## src/rtl/cfgreg_pkg.sv

```systemverilog
package cfgreg_pkg;

   localparam int NUM_REGS = 3;

   typedef enum logic [1:0] {
      SEL_SRST = 2'd0,
      SEL_PSEL = 2'd1,
      SEL_LDEV = 2'd2
   } reg_id_e;

   localparam logic [7:0] LOC_SRST = 8'h02;
   localparam logic [7:0] LOC_PSEL = 8'h03;
   localparam logic [7:0] LOC_LDEV = 8'h07;

   function automatic logic [7:0] reg_loc(input int k);
      case (k)
         0:       reg_loc = LOC_SRST;
         1:       reg_loc = LOC_PSEL;
         default: reg_loc = LOC_LDEV;
      endcase
   endfunction

endpackage

```

## src/rtl/cfg_index_reg.sv

```systemverilog
module cfg_index_reg #(
   parameter int IDX_W = 8
) (
   input  logic             clk,
   input  logic             rst_n,
   input  logic             cfg_mode,
   input  logic             idx_we,
   input  logic [IDX_W-1:0] wdata,
   output logic [IDX_W-1:0] idx_q
);

   always_ff @(posedge clk) begin
      if (!rst_n)
         idx_q <= '0;
      else if (cfg_mode && idx_we)
         idx_q <= wdata;
   end

endmodule

```

## src/rtl/cfg_addr_decode.sv

```systemverilog
module cfg_addr_decode
   import cfgreg_pkg::*;
#(
   parameter int IDX_W = 8
) (
   input  logic [IDX_W-1:0]    idx,
   output logic [NUM_REGS-1:0] hit
);

   // one comparator per implemented location, full index width
   for (genvar k = 0; k < NUM_REGS; k++) begin : g_cmp
      localparam logic [IDX_W-1:0] LOC = IDX_W'(reg_loc(k));
      assign hit[k] = (idx == LOC);
   end

endmodule

```

## src/rtl/cfg_ctrl_regs.sv

```systemverilog
module cfg_ctrl_regs
   import cfgreg_pkg::*;
#(
   parameter int         DATA_W   = 8,
   parameter int         LDEV_W   = 8,
   parameter logic [1:0] PSEL_RST = 2'b11,
   parameter logic       ACC_RST  = 1'b0
) (
   input  logic                clk,
   input  logic                rst_n,
   input  logic                wr_en,
   input  logic [NUM_REGS-1:0] hit,
   input  logic [DATA_W-1:0]   wdata,
   output logic                acc_en_q,
   output logic [1:0]          psel_q,
   output logic [LDEV_W-1:0]   ldev_q,
   output logic                srst_q
);

   logic fire_srst;
   logic wr_psel;
   logic wr_ldev;

   assign fire_srst = wr_en && hit[SEL_SRST] && wdata[0];
   assign wr_psel   = wr_en && hit[SEL_PSEL];
   assign wr_ldev   = wr_en && hit[SEL_LDEV];

   // hardware reset outranks the soft reset
   always_ff @(posedge clk) begin
      if (!rst_n) begin
         acc_en_q <= ACC_RST;
         psel_q   <= PSEL_RST;
         ldev_q   <= '0;
         srst_q   <= 1'b0;
      end else begin
         srst_q <= fire_srst;
         if (fire_srst) begin
            acc_en_q <= ACC_RST;
            psel_q   <= PSEL_RST;
            ldev_q   <= '0;
         end else begin
            if (wr_psel) begin
               acc_en_q <= wdata[7];
               psel_q   <= wdata[1:0];
            end
            if (wr_ldev)
               ldev_q <= wdata[LDEV_W-1:0];
         end
      end
   end

endmodule

```

## src/rtl/cfg_read_mux.sv

```systemverilog
module cfg_read_mux
   import cfgreg_pkg::*;
#(
   parameter int DATA_W = 8,
   parameter int LDEV_W = 8
) (
   input  logic                cfg_mode,
   input  logic [NUM_REGS-1:0] hit,
   input  logic                acc_en_q,
   input  logic [1:0]          psel_q,
   input  logic [LDEV_W-1:0]   ldev_q,
   output logic [DATA_W-1:0]   rdata
);

   logic [DATA_W-1:0] ldev_ext;

   if (LDEV_W < DATA_W) begin : g_pad
      assign ldev_ext = {{(DATA_W-LDEV_W){1'b0}}, ldev_q};
   end else begin : g_full
      assign ldev_ext = ldev_q;
   end

   always_comb begin
      rdata = '0;
      if (cfg_mode) begin
         if (hit[SEL_PSEL]) begin
            rdata[7]   = acc_en_q;
            rdata[1:0] = psel_q;
         end
         if (hit[SEL_LDEV])
            rdata = ldev_ext;
      end
   end

endmodule

```

## src/rtl/glb_cfg_regfile.sv

```systemverilog
module glb_cfg_regfile
   import cfgreg_pkg::*;
#(
   parameter int              IDX_W    = 8,
   parameter int              DATA_W   = 8,
   parameter int              LDEV_W   = 8,
   parameter logic [1:0]      PSEL_RST = 2'b11,
   parameter logic            ACC_RST  = 1'b0,
   parameter logic [3:0][7:0] PORT_TBL = {8'hEA, 8'hE4, 8'hE2, 8'hE0}
) (
   input  logic              clk,
   input  logic              rst_n,
   input  logic              cfg_mode,
   input  logic              idx_we,
   input  logic              dat_we,
   input  logic [DATA_W-1:0] wdata,
   output logic [IDX_W-1:0]  idx_rdata,
   output logic [DATA_W-1:0] dat_rdata,
   output logic              soft_rst_pulse,
   output logic              run_acc_en,
   output logic [7:0]        run_port_addr,
   output logic [LDEV_W-1:0] ldev_num
);

   if (IDX_W != 8) begin : g_bad_idx
      $error("IDX_W must be 8 so that all index bits are decoded");
   end
   if (DATA_W != 8) begin : g_bad_data
      $error("DATA_W must be 8");
   end
   if (LDEV_W < 1 || LDEV_W > DATA_W) begin : g_bad_ldev
      $error("LDEV_W must lie in 1..DATA_W");
   end

   logic [NUM_REGS-1:0] hit;
   logic                acc_en_q;
   logic [1:0]          psel_q;
   logic [LDEV_W-1:0]   ldev_q;
   logic                srst_q;
   logic                wr_en;

   assign wr_en = cfg_mode && dat_we;

   cfg_index_reg #(.IDX_W(IDX_W)) u_idx (
      .clk      (clk),
      .rst_n    (rst_n),
      .cfg_mode (cfg_mode),
      .idx_we   (idx_we),
      .wdata    (wdata),
      .idx_q    (idx_rdata)
   );

   cfg_addr_decode #(.IDX_W(IDX_W)) u_dec (
      .idx (idx_rdata),
      .hit (hit)
   );

   cfg_ctrl_regs #(
      .DATA_W   (DATA_W),
      .LDEV_W   (LDEV_W),
      .PSEL_RST (PSEL_RST),
      .ACC_RST  (ACC_RST)
   ) u_ctl (
      .clk      (clk),
      .rst_n    (rst_n),
      .wr_en    (wr_en),
      .hit      (hit),
      .wdata    (wdata),
      .acc_en_q (acc_en_q),
      .psel_q   (psel_q),
      .ldev_q   (ldev_q),
      .srst_q   (srst_q)
   );

   cfg_read_mux #(.DATA_W(DATA_W), .LDEV_W(LDEV_W)) u_rd (
      .cfg_mode (cfg_mode),
      .hit      (hit),
      .acc_en_q (acc_en_q),
      .psel_q   (psel_q),
      .ldev_q   (ldev_q),
      .rdata    (dat_rdata)
   );

   assign soft_rst_pulse = srst_q;
   assign run_acc_en     = acc_en_q;
   assign run_port_addr  = PORT_TBL[psel_q];
   assign ldev_num       = ldev_q;

endmodule

```

## config.mk

```make
export PLATFORM = sky130hd
export DESIGN_NAME = glb_cfg_regfile
export DESIGN_NICKNAME = d
export VERILOG_FILES = /design/src/rtl/cfgreg_pkg.sv /design/src/rtl/cfg_index_reg.sv /design/src/rtl/cfg_addr_decode.sv /design/src/rtl/cfg_ctrl_regs.sv /design/src/rtl/cfg_read_mux.sv /design/src/rtl/glb_cfg_regfile.sv
export SDC_FILE = /design/constraint.sdc
export NUM_CORES = 1
export LEC_CHECK = 0
export CORE_MARGIN = 4
export CORE_UTILIZATION = 44
export DETAILED_ROUTE_END_ITERATION = 10
export GPL_TIMING_DRIVEN = 0
export PLACE_DENSITY = 0.84
export SYNTH_ARGS = -nofsm -noshare
export SYNTH_HDL_FRONTEND = slang
export SYNTH_SLANG_ARGS = --single-unit
export TNS_END_PERCENT = 1
```

## constraint.sdc

```tcl
create_clock -name clk -period 5.8 [get_ports clk]
set_input_delay 1.45 -clock clk [delete_from_list [all_inputs] [get_ports clk]]
set_output_delay 1.45 -clock clk [all_outputs]
set_load 0.02 [all_outputs]
```

==> results_dict.tcl <==
set metrics [dict create \
    fmaxAchievable_ghz 0.191 \
    hold_viol_final 0 \
    synth.area.top_cells "dfxtp_1 (39%), a21oi_1 (8.2%), o31ai_1 (6.5%)" \
    path_class "primary input to primary output" \
    post-dp-hpwl_mm 2.11 \
    post-place-ws_ns 0.576 \
    dieArea_um2 3200 \
    synth_cell_type_count 29 \
    tightest_slew_ns 0.773 \
    htree_levels 1 \
    design.portCount 47 \
    fin_area_um2 1520 \
    final.period_utilization_pct 90.4 \
    cts_root_buf "clkbuf_4" \
    cp-start-kind "primary input" \
    fin_util_pct 68.1 \
    drt-total-wl_mm 2.73 \
    multi_input_area_um2 552 \
    fin_setup_tns_ns 0 \
    hp-class "flop to flop" \
    crit_path_end_kind "primary output" \
    final_net_count 182 \
    asyncSetResetFlopFracSynth_pct 0 \
    row_count 17 \
    grt_max_degree 12 \
    route.detailed.drc 0 \
    crit_fanout 10 \
    synth_top_area_share_pct 38.6 \
    register_area_um2 400 \
    wl_per_cell_um 13.9 \
    drt-initial-drc-count 31 \
    path_cells "clkdlybuf4s50_1, buf_2, nor4b_2, nand2_1, nor2_1, clkdlybuf4s50_1" \
    synth_edf_count 0 \
    fin_skew_ns 0.0107 \
    vias 1081 \
    total_power_mw 0.272 \
    grt_first_pass_wirelength_mm 4.53 \
    synth_area_um2 1040 \
    cp.arrival_ns 3.79 \
    post_cts_resized 0 \
    synth_seq_cells 20 \
    layout-drive-gt1-share_pct 10.7 \
    drv_cap 0 \
    area_growth_pct 46.6 \
    slew_headroom_pct 48.3 \
    setup_viol 0 \
    fin_crit_ns 5.24 \
    peakVddDrop_mv 0.133 \
    core_region_area_um2 2230 \
    grt-ovfl-total 0 \
    required_ns 4.35 \
    slowest_stage "nor4b_2" \
    cts.reportedPaths.clkPinSlew_ns 0.12 \
    worst_slack_ns 0.558 \
    synth.avg_cell_area_um2 8.57 \
    slowest_delay_ns 0.66 \
    reg2reg_depth 5 \
    crit_path_frequent_cell "clkdlybuf4s50_1" \
    clk_latency_ns 0.30 \
    synth_ff_type "dfxtp_1" \
    antenna_left 0 \
    yosys.area.top_type "dfxtp_1" \
    num-fill-cells 192 \
    synthCells 121 \
    dieWidth_um 56.6 \
    cts_setup_buffers 0 \
    cts_inserted_buffers 3 \
    antenna_cells 0 \
    clk_path_buf_depth 2 \
    place_area_um2 1480 \
    drtPass1Iterations 4 \
    drt-vias-per-instance 5.52 \
    synth_common_cells "dfxtp_1 (20), a21oi_1 (17), nand2_1 (11), nand4_1 (9), o31ai_1 (9)" \
    clkSinkCount 20 \
    antenna_found_initial 0 \
    holdPathStages 2 \
    power_density_nw_per_um2 179 \
    die_h_um 56.6 \
    yosysWarnings 0 \
    yosysSeqAreaShare_pct 38.6 \
    place.gp.congestion 0.835 \
    cts_hold_buf 0 \
    io_buffers 40 \
    cts_tree "done" \
    grt_usage_pct 17.5 \
    yosysMostFrequentCell "dfxtp_1" \
    grt_pass1_vias 1017 \
    start_util_pct 46.4 \
    outcome "complete, no violations" \
    finalMaxSlewViolations 0 \
    rsz0062_at_grt "no" \
    p_leak_nw 0.531 \
]
[worst max-delay path: cells and delay by family]
family	cells	cell delay, ns
AND/OR/NAND/NOR	3	1.04
buffers and inverters	3	1.29
[metal layers]
metal  track usage (%)  vias up  part of all wire (%)
li1                  -      535                     -
met1              21.0      489                    42
met2              29.7       53                    48
met3              3.45        4                   8.5
met4              7.80        0                   1.2
met5                 0        -                     0
[registers in the layout, indices dropped and copies added, names as in the netlist]
register and count:
u_ctl.psel_q 2, u_ctl.srst_q 1, u_ctl.acc_en_q 1, u_idx.idx_q 8, u_ctl.ldev_q 8
[placed cells by master, fill, tap and decap left out, types with 2 or more instances in the layout]
master	n
nor2b_1	2
buf_2	2
nand4_1	9
buf_1	3
and2_1	2
o31ai_1	9
nand3_1	8
a21oi_1	17
clkbuf_4	4
nor2_1	4
conb_1	5
buf_4	6
a311o_1	2
nand2_1	11
and3_1	5
mux2i_1	3
clkdlybuf4s50_1	40
dfxtp_1	20
clkbuf_1	2
o31a_1	2
or4bb_1	2
[cells by family (layout without fill, tap and decap cells)]
group | Yosys count | after routing | synth area share (%)
and+or+nand+nor | 49 | 49 | 28.1
AOI/OAI and AO/OA | 31 | 31 | 20.4
DFF | 20 | 20 | 38.6
buffers and inverters | 16 | 60 | 9.29
muxes | 3 | 3 | 2.90
other | 2 | 5 | 0.724
[area by class of cell]
| cell class | count | area share [%] |
|---|---|---|
| Sequential cell | 20 | 26.3 |
| Timing Repair Buffer | 40 | 26.3 |
| Inverter | 1 | 0.247 |
| Tap cell | 28 | 2.30 |
| Multi-Input combinational cell | 88 | 36.3 |
| Buffer | 15 | 6.09 |
| Clock buffer | 4 | 2.39 |
[where the power goes]
part	switching, mW	internal, mW
clock network	0.0430	0.0383
registers	0.00305	0.140
logic	0.0262	0.0217
[path summary, 6_finish.rpt]
| check | end | slack [ns] | startpoint |
|---|---|---|---|
| worst max-delay path | dat_rdata[0] | 0.56 | cfg_mode |
| worst min-delay path | u_ctl.ldev_q[6] | 0.49 | u_ctl.ldev_q[6] |
| worst max register to register | u_ctl.ldev_q[4] | 4.02 | u_idx.idx_q[4] |
| worst min register to register | u_ctl.ldev_q[6] | 0.49 | u_ctl.ldev_q[6] |
[stage by stage]
stage | std cells | hold slack (ns)
global route | 196 | 0.526
detailed placement | 192 | 0.476
global placement | 192 | 0.469
floorplan | 124 | 0.552
CTS | 196 | 0.493
finish | 196 | 0.486
(Power assumes the default switching activity.)
